## src/rtl/callret_pkg.sv

```systemverilog
// Shared definitions for the call/return sequencer.
// Assumes command codes arrive on a 3-bit field; unlisted codes mean "no operation".
package callret_pkg;

    typedef enum logic [2:0] {
        OP_NONE  = 3'd0,
        OP_JMP   = 3'd1,
        OP_RJMP  = 3'd2,
        OP_CALL  = 3'd3,
        OP_RCALL = 3'd4,
        OP_RET   = 3'd5
    } cr_op_e;

    typedef enum logic [1:0] {
        SQ_IDLE = 2'd0,
        SQ_PUSH = 2'd1,
        SQ_POP  = 2'd2
    } cr_seq_e;

endpackage

```

## src/rtl/callret_target.sv

```systemverilog
// Target and return-address arithmetic for control transfers.
// Assumes ADDR_W > OFS_W; all sums wrap at ADDR_W bits.
module callret_target
    import callret_pkg::*;
#(
    parameter int ADDR_W = 16,
    parameter int OFS_W  = 12
) (
    input  logic [ADDR_W-1:0] pc,
    input  logic [2:0]        op,
    input  logic [ADDR_W-1:0] abs_target,
    input  logic [OFS_W-1:0]  offset,
    output logic [ADDR_W-1:0] dest_pc,
    output logic [ADDR_W-1:0] ret_addr
);

    localparam int EXT_W = ADDR_W - OFS_W;

    logic [ADDR_W-1:0] ofs_ext;
    logic [ADDR_W-1:0] rel_pc;

    // Sign-extend the offset and form the relative destination.
    always_comb begin
        ofs_ext = {{EXT_W{offset[OFS_W-1]}}, offset};
        rel_pc  = pc + ofs_ext + ADDR_W'(1);
    end

    // Pick the destination and the address to save for the command kind.
    always_comb begin
        case (op)
            OP_JMP, OP_CALL:   dest_pc = abs_target;
            OP_RJMP, OP_RCALL: dest_pc = rel_pc;
            default:           dest_pc = pc;
        endcase
        ret_addr = (op == OP_CALL) ? pc + ADDR_W'(2) : pc + ADDR_W'(1);
    end

endmodule

```

## src/rtl/callret_stack.sv

```systemverilog
// Byte-serial stack engine: pushes a return address low byte first with
// post-decrement, and pops it high byte first with pre-increment.
// Assumes a memory whose read data is valid in the cycle of the read strobe.
module callret_stack
    import callret_pkg::*;
#(
    parameter int ADDR_W = 16,
    parameter logic [ADDR_W-1:0] SP_RESET = 16'h0FFF
) (
    input  logic              clk,
    input  logic              rst_n,
    input  logic              start_push,
    input  logic              start_pop,
    input  logic [ADDR_W-1:0] push_data,
    output logic              busy,
    output logic [ADDR_W-1:0] sp,
    output logic              push_done,
    output logic              pop_done,
    output logic [ADDR_W-1:0] pop_data,
    output logic              mem_we,
    output logic              mem_re,
    output logic [ADDR_W-1:0] mem_addr,
    output logic [7:0]        mem_wdata,
    input  logic [7:0]        mem_rdata
);

    localparam int NBYTES = ADDR_W / 8;
    localparam int IDX_W  = (NBYTES > 1) ? $clog2(NBYTES) : 1;
    localparam logic [IDX_W-1:0] LAST_IDX = IDX_W'(NBYTES - 1);

    cr_seq_e           state;
    logic [IDX_W-1:0]  idx;
    logic [ADDR_W-1:0] push_buf;
    logic [ADDR_W-9:0] pop_buf;
    logic [ADDR_W-1:0] pop_next;
    logic              last;

    // Decode the present step of the sequence.
    always_comb begin
        last      = (idx == LAST_IDX);
        busy      = (state != SQ_IDLE);
        mem_we    = (state == SQ_PUSH);
        mem_re    = (state == SQ_POP);
        mem_addr  = (state == SQ_POP) ? sp + ADDR_W'(1) : sp;
        mem_wdata = push_buf[7:0];
        pop_next  = {pop_buf, mem_rdata};
        pop_data  = pop_next;
        push_done = (state == SQ_PUSH) && last;
        pop_done  = (state == SQ_POP) && last;
    end

    // Advance the state, byte index, buffers and stack pointer.
    always_ff @(posedge clk) begin
        if (!rst_n) begin
            state    <= SQ_IDLE;
            idx      <= '0;
            push_buf <= '0;
            pop_buf  <= '0;
            sp       <= SP_RESET;
        end else begin
            case (state)
                SQ_IDLE: begin
                    idx <= '0;
                    if (start_push) begin
                        push_buf <= push_data;
                        state    <= SQ_PUSH;
                    end else if (start_pop) begin
                        state    <= SQ_POP;
                    end
                end
                SQ_PUSH: begin
                    sp       <= sp - ADDR_W'(1);
                    push_buf <= push_buf >> 8;
                    idx      <= idx + IDX_W'(1);
                    if (last) state <= SQ_IDLE;
                end
                SQ_POP: begin
                    sp      <= sp + ADDR_W'(1);
                    pop_buf <= pop_next[ADDR_W-9:0];
                    idx     <= idx + IDX_W'(1);
                    if (last) state <= SQ_IDLE;
                end
                default: state <= SQ_IDLE;
            endcase
        end
    end

endmodule

```

## src/rtl/callret_seq.sv

```systemverilog
// Call/return sequencer top: holds the PC, accepts one command when idle,
// finishes jumps at once and hands calls and returns to the stack engine.
// Assumes ADDR_W is a multiple of 8 and commands are single-cycle pulses or held.
module callret_seq
    import callret_pkg::*;
#(
    parameter int ADDR_W = 16,
    parameter int OFS_W  = 12,
    parameter logic [ADDR_W-1:0] PC_RESET = 16'h0000,
    parameter logic [ADDR_W-1:0] SP_RESET = 16'h0FFF
) (
    input  logic              clk,
    input  logic              rst_n,
    input  logic              cmd_valid,
    input  logic [2:0]        cmd_op,
    input  logic [ADDR_W-1:0] cmd_target,
    input  logic [OFS_W-1:0]  cmd_offset,
    output logic [ADDR_W-1:0] pc_o,
    output logic [ADDR_W-1:0] sp_o,
    output logic              busy,
    output logic              mem_we,
    output logic              mem_re,
    output logic [ADDR_W-1:0] mem_addr,
    output logic [7:0]        mem_wdata,
    input  logic [7:0]        mem_rdata
);

    logic              accept;
    logic              is_jump;
    logic              is_call;
    logic              is_ret;
    logic [ADDR_W-1:0] dest_pc;
    logic [ADDR_W-1:0] ret_addr;
    logic [ADDR_W-1:0] pend_pc;
    logic              push_done;
    logic              pop_done;
    logic [ADDR_W-1:0] pop_data;

    // Classify the offered command and decide whether it is taken.
    always_comb begin
        accept  = cmd_valid && !busy;
        is_jump = (cmd_op == OP_JMP) || (cmd_op == OP_RJMP);
        is_call = (cmd_op == OP_CALL) || (cmd_op == OP_RCALL);
        is_ret  = (cmd_op == OP_RET);
    end

    callret_target #(
        .ADDR_W (ADDR_W),
        .OFS_W  (OFS_W)
    ) u_target (
        .pc         (pc_o),
        .op         (cmd_op),
        .abs_target (cmd_target),
        .offset     (cmd_offset),
        .dest_pc    (dest_pc),
        .ret_addr   (ret_addr)
    );

    callret_stack #(
        .ADDR_W   (ADDR_W),
        .SP_RESET (SP_RESET)
    ) u_stack (
        .clk        (clk),
        .rst_n      (rst_n),
        .start_push (accept && is_call),
        .start_pop  (accept && is_ret),
        .push_data  (ret_addr),
        .busy       (busy),
        .sp         (sp_o),
        .push_done  (push_done),
        .pop_done   (pop_done),
        .pop_data   (pop_data),
        .mem_we     (mem_we),
        .mem_re     (mem_re),
        .mem_addr   (mem_addr),
        .mem_wdata  (mem_wdata),
        .mem_rdata  (mem_rdata)
    );

    // Hold the call destination until the push completes.
    always_ff @(posedge clk) begin
        if (!rst_n) begin
            pend_pc <= '0;
        end else if (accept && is_call) begin
            pend_pc <= dest_pc;
        end
    end

    // Update the program counter from jumps, finished calls and finished returns.
    always_ff @(posedge clk) begin
        if (!rst_n) begin
            pc_o <= PC_RESET;
        end else if (accept && is_jump) begin
            pc_o <= dest_pc;
        end else if (push_done) begin
            pc_o <= pend_pc;
        end else if (pop_done) begin
            pc_o <= pop_data;
        end
    end

endmodule

```

## config.mk

```make
export PLATFORM = sky130hd
export DESIGN_NAME = callret_seq
export DESIGN_NICKNAME = d
export VERILOG_FILES = /design/src/rtl/callret_pkg.sv /design/src/rtl/callret_target.sv /design/src/rtl/callret_stack.sv /design/src/rtl/callret_seq.sv
export SDC_FILE = /design/constraint.sdc
export NUM_CORES = 1
export LEC_CHECK = 0
export ABC_AREA = 1
export BUFFER_PORTS_ARGS = -buffer_cell sky130_fd_sc_hd__buf_2
export CAP_MARGIN = 20
export CELL_PAD_IN_SITES_DETAIL_PLACEMENT = 1
export CELL_PAD_IN_SITES_GLOBAL_PLACEMENT = 2
export CORE_ASPECT_RATIO = 0.8
export CORE_MARGIN = 8
export CORE_UTILIZATION = 30
export DETAILED_ROUTE_END_ITERATION = 6
export GPL_TIMING_DRIVEN = 0
export PLACE_DENSITY_LB_ADDON = 0.1
export SYNTH_ARGS = -nofsm -noshare
export SYNTH_HDL_FRONTEND = slang
export SYNTH_SLANG_ARGS = --single-unit
export TNS_END_PERCENT = 30
```

## constraint.sdc

```tcl
create_clock -name clk -period 2.85 [get_ports clk]
set_clock_uncertainty 0.1 [all_clocks]
set_input_delay 0.285 -clock clk [delete_from_list [all_inputs] [get_ports clk]]
set_output_delay 0.285 -clock clk [all_outputs]
set_load 0.01 [all_outputs]
```

# Word level (Yosys, flattened, before mapping)
# Index checks and enable logic that the tools add are counted.
dict set report classes {
  mux 14
  n_eq_ne 10
  reduce_logical 20
  n_addsub 7
}
# operator count
set op_table {}
lappend op_table {{16-bit two-way mux} 6}
lappend op_table {{16-bit case mux with 2 select lines} 3}
lappend op_table {{16-bit by 1-bit adder with 16-bit output, second input constant} 3}
lappend op_table {{16-bit adder} 1}
lappend op_table {{16-bit by 2-bit adder with 16-bit output, second input constant} 1}
lappend op_table {{16-bit by 1-bit subtractor with 16-bit output, second input constant} 1}
lappend op_table {{2-bit nonzero test} 4}
lappend op_table {{3-bit by 2-bit == test with 1-bit output, second input constant} 2}
lappend op_table {{3-bit == test, second input constant} 2}
lappend op_table {{1-bit logical AND} 6}
lappend op_table {{2-bit two-way mux} 3}
lappend op_table {{2-bit OR reduction} 3}
lappend op_table {{2-bit by 1-bit != test with 1-bit output, second input constant} 2}
lappend op_table {{2-bit case mux with 2 select lines} 1}
lappend op_table {{2-bit AND reduction} 2}
lappend op_table {{3-bit by 1-bit == test with 1-bit output, second input constant} 1}
lappend op_table {{3-bit by 1-bit != test with 1-bit output, second input constant} 1}
lappend op_table {{3-bit nonzero test} 1}
lappend op_table {{2-bit by 1-bit == test with 1-bit output, second input constant} 1}
lappend op_table {{2-bit == test, second input constant} 1}
lappend op_table {{2-bit logical NOT} 1}
lappend op_table {{1-bit logical OR} 2}
lappend op_table {{1-bit case mux with 2 select lines} 1}
lappend op_table {{1-bit adder, second input constant} 1}
lappend op_table {{1-bit logical NOT} 1}
dict set report word_totals {
  inputBits 42
  ff_bits 75
}

# Logic depth before layout (Yosys ltp)
dict set report logic_depth {
  ltp_word 7
  ltp_mapped 15
  ltp_nobuf 15
}

# Hierarchy
# Synthesis repeated with hierarchy kept, for this count alone.
dict set report hier_totals {
  hier_cells 1091
  hier_area_um2 6381.1
}
# mod cells_per_inst area_each_um2 n_inst
set modules_own_cells {}
lappend modules_own_cells {callret_stack 448 2787.7 1}
lappend modules_own_cells {callret_seq 308 1890.6 1}
lappend modules_own_cells {callret_target 335 1702.9 1}

# Least setup slack after synthesis
# No wires, ideal clock.
dict set report synth_timing {
  path_type {reg-to-output}
  start {register u_stack.state[0]}
  end {output port mem_addr[0]}
  path_stages_with_launch 8
  required_time_ns 2.465
  slack_ns 0.755
  arrival_time_ns 1.710
  cell_sequence {dfxtp_1 inv_1 ha_1 buf_2 inv_1 buf_2 buf_1 ha_1}
}
dict set report synth_via {
  elab_chain_cells 2
}
# element line
set synth_rtl {}
lappend synth_rtl {{start: declaration} callret_stack.sv:31} ;# cr_seq_e state;
lappend synth_rtl {{start signal: assignment} callret_stack.sv:55} ;# state <= SQ_IDLE;
lappend synth_rtl {{start signal: assignment} callret_stack.sv:66} ;# state <= SQ_PUSH;
lappend synth_rtl {{start signal: assignment} callret_stack.sv:68} ;# state <= SQ_POP;
lappend synth_rtl {{2-bit == test} -}
lappend synth_rtl {{named net mem_re} callret_seq.sv:22} ;# output logic mem_re,
lappend synth_rtl {{16-bit two-way mux} callret_stack.sv:44} ;# mem_addr = (state == SQ_POP) ? sp + ADDR_W'(1) : sp;
lappend synth_rtl {{end: declaration} callret_seq.sv:23} ;# output logic [ADDR_W-1:0] mem_addr,
# The timed path passes the listed nets, and every way through them passes these cells.

# Worst setup path in the final report
dict set report layout_timing {
  start {register u_stack.state[0]}
  end {output port mem_addr[0]}
}
dict set report layout_via {
  elab_chain_cells 2
}
# element line
set layout_rtl {}
lappend layout_rtl {{2-bit == test} callret_stack.sv:44}
lappend layout_rtl {{16-bit two-way mux} callret_stack.sv:44}
# Every way passes these cells.

==> summary.txt <==
Timing
  • Highest clock frequency the design can meet: ~380 MHz
  • Final hold vios: 0
  • Worst-Margin Slew: 0.762 ns
  • Final clock period utilization by the worst path: 92.3%
  • Summed negative setup slack over all endpoints: 0 ns
  • Slew Viols, Final: 0
  • Unrepaired setup endpoints after global routing: false
  • Slew Limit Headroom: around 49%
  • WHS: 0.0829 ns
  • Setup Viol. Count Final: 0
  • Min Clock Period, post-route: 2.63 ns

Worst setup path
  • Cell chain of the critical path: inv_1 > ha_1 > buf_2 > inv_1 > buf_2 > ha_1 > buf_2
  • Launching element of the worst setup path: u_stack.state[0]
  • Startpoint type of the worst setup path: flop
  • Buf+Inv Stages, Crit Path: 5
  • R2r setup slk: approximately 0.26 ns
  • Slowest stage cell, crit path: dfxtp_1
  • Most used cell, CP: buf_2
  • Critical Path Max Stage Delay: 0.39 ns
  • CP Class: flop to primary output
  • Critical path's top delay family: buffers and inverters
  • Maximum fanout count along the critical path: 19
  • Kind of capture point of the worst setup path: primary output
  • Required @ worst endpoint: 2.47 ns
  • Crit path DAT: between 2 and 2.5 ns
  • Origin of the critical flop-to-flop path: pc_o[0]

Global routing
  • Global-route wire length before repair: 36600 µm
  • Number of global-route vias before repair: about 6300
  • Pin count of the biggest net entering global routing: 20
  • Aggregate global-route resource usage: 19.7%
  • Gr ovfl total: 0
  • Initial antenna violation count: 0

Synthesis
  • Synth top area share: 26.6%
  • Dominant cell by count in the synthesized netlist: nand2_1
  • Number of warnings printed during yosys synthesis: 0
  • Distinct cell type count of the synthesized netlist: 41
  • Share of synthesized area occupied by flip-flops and latches: 26.6%
  • Share of async-settable or async-resettable flops after synthesis: 0%
  • Cell taking the most area after synthesis: dfxtp_1
  • Post-Syn Area per Cell: 6.17 µm²
  • Leading cell types by count after synthesis: 220 x nand2_1, 128 x inv_1, 107 x o21ai_0
  • Top area cells in the synthesized netlist: dfxtp_1 27%, nand2_1 15%, o21ai_0 9.5%
  • Net Count, Synth: 983
  • Leading register cell type out of synthesis: dfxtp_1
  • Post-synthesis cell count: 915
  • Cell Area, Synth: 5650 µm²
  • Flop and latch count out of synthesis: 75
  • EDFF count, synth: 0

Clocking
  • Clock network latency to the later pin of the worst-skew pair: 0.35 ns
  • Number of H-tree branching levels: 3
  • Buffer type at the clock tree root: clkbuf_16
  • Clock Pin Slew Worst Setup and Hold Paths: 0.07 ns
  • Clock Path Buffers: 2
  • Clock tree from TritonCTS: done
  • Number of CTS-inserted buffers: 9
  • Count of hold buffers inserted by post-cts repair: 0
  • Number of sinks driven by the clock tree: 75

Route
  • Iter 0 DRT Violations: 293
  • DRC violation count after routing: 0
  • Via density per instance: ~4.9
  • DRT Wirelength: 23100 µm
  • Antenna Nets Post-Route: 0
  • Number of iterations in the first detailed-routing pass: 5
  • Via count: 6298
  • Post-detailed-route wirelength per cell: 17.9 µm

Power
  • Static power due to leakage: roughly 3.3 nW
  • Total power: 4.89 mW
  • Maximum vdd ir drop: 0.332 mV
  • Power density over cell area: 723 nW/µm²

Floorplan
  • Area of the die: 23500 µm²
  • Die H: approximately 140 µm
  • Number of ports placed on the die boundary: 101
  • Chip Width: 169 µm
  • Floorplan row count: 45
  • Core box area: 18700 µm²
  • Initial core utilization: a little under a third

Flow run
  • # Max-Cap Violations: 0

Finish
  • Antenna Cells: 0
  • Number of nets in the layout: 1092
  • Number of fill cells: 2543
  • Share of layout cells above drive strength 1: 16.1%
  • Area growth from synthesis to final layout: 19.7%
  • Final cell utilization of the core: 36.2%

Worst hold path
  • Class of the most critical hold timing path: primary input to flop
  • Hold_sp: mem_rdata[3]

Place
  • Hpwl dp: about 19000 µm
  • Port Buf Inserts: 99
  • Final RePlAce weighted congestion: 0.828

Run status
  • Outcome: finished, final reports clean
[power breakdown]
group	total (mW)	internal [mW]	switching [mW]	leakage [nW]
Combinational	2.26	0.755	1.50	2.59
Clock	1.16	0.630	0.526	0.138
Sequential	1.48	1.23	0.246	0.612
Total	4.89	2.62	2.27	3.34
[cells by family after synthesis]
logic type      Yosys count  synth area share (%)
fa+ha+maj                26                  5.89
compound gates          227                  22.3
xor+xnor                 13                  2.02
flops                    75                  26.6
buf+inv                 177                  12.9
simple gates            397                  30.3
[repair_timing]
action / in CTS / in global routing
endpoints found under the setup margin: 2 / 6
setup buffers: 0 / 0
hold endpoints to repair: 0 / 0
cloned: 0 / 0
resized for setup: 0 / 4
[through the flow]
| step | setup slack [ns] | instance area [µm²] | std cells |
|---|---|---|---|
| after detailed placement | 0.201 | 6460 | 1272 |
| final | 0.220 | 6760 | 1287 |
| after global routing | 0.00636 | 6760 | 1287 |
| after global placement | 0.214 | 6460 | 1272 |
| after CTS | 0.0327 | 6750 | 1287 |
| after floorplan | 0.755 | 5650 | 915 |
[placed cells by master (no fill, tap or decap), types with 5 or more instances in the layout]
cell type | Yosys | final
o21ai_0 | 107 | 107
o211ai_1 | 10 | 10
clkbuf_16 | 0 | 9
clkbuf_1 | 17 | 17
nand3_1 | 69 | 69
xor2_1 | 10 | 10
nor3_1 | 11 | 11
buf_4 | 10 | 10
nand2_1 | 220 | 220
a22oi_1 | 12 | 12
nand4_1 | 8 | 8
inv_1 | 128 | 128
a31oi_1 | 8 | 8
nor2_1 | 65 | 65
dfxtp_1 | 75 | 73
nand3_2 | 5 | 5
ha_1 | 25 | 25
buf_2 | 10 | 109
a21oi_1 | 76 | 76
[state kept, by name, indices dropped and copies added, names as in the netlist]
name	flops
pc_o	16
pend_pc	16
u_stack.push_buf	16
u_stack.sp	16
u_stack.pop_buf	8
u_stack.state	2
u_stack.idx	1
[final timing paths]
check	to	cells past startpoint
max	mem_addr[0]	7
min	u_stack.pop_buf[3]	3
max reg2reg	pend_pc[14]	15
min reg2reg	u_stack.push_buf[2]	2
[layer usage]
layer | vias to the layer above | track usage (%) | wire [µm]
li1 | 3233 | - | -
met1 | 2942 | 29.4 | 12300
met2 | 108 | 29.4 | 9650
met3 | 15 | 3.21 | 905
met4 | 0 | 2.98 | 180
met5 | - | 0 | 0
[final cells by class]
cell class / instances / area (µm²) / area share, %
inverter: 134 / 503 / 7.44
multi-input combinational: 663 / 3420 / 50.5
timing repair buffer: 99 / 495 / 7.33
sequential: 75 / 1510 / 22.3
clock buffer: 10 / 239 / 3.54
buffer: 42 / 224 / 3.31
tap: 258 / 323 / 4.78
clock inverter: 6 / 52.6 / 0.777
[worst min-delay path: stages]
cell	delay, ns
buf_2	0.09
nor2_1	0.04
nor2_1	0.08
Note: power is estimated with default switching activity, not from simulation.
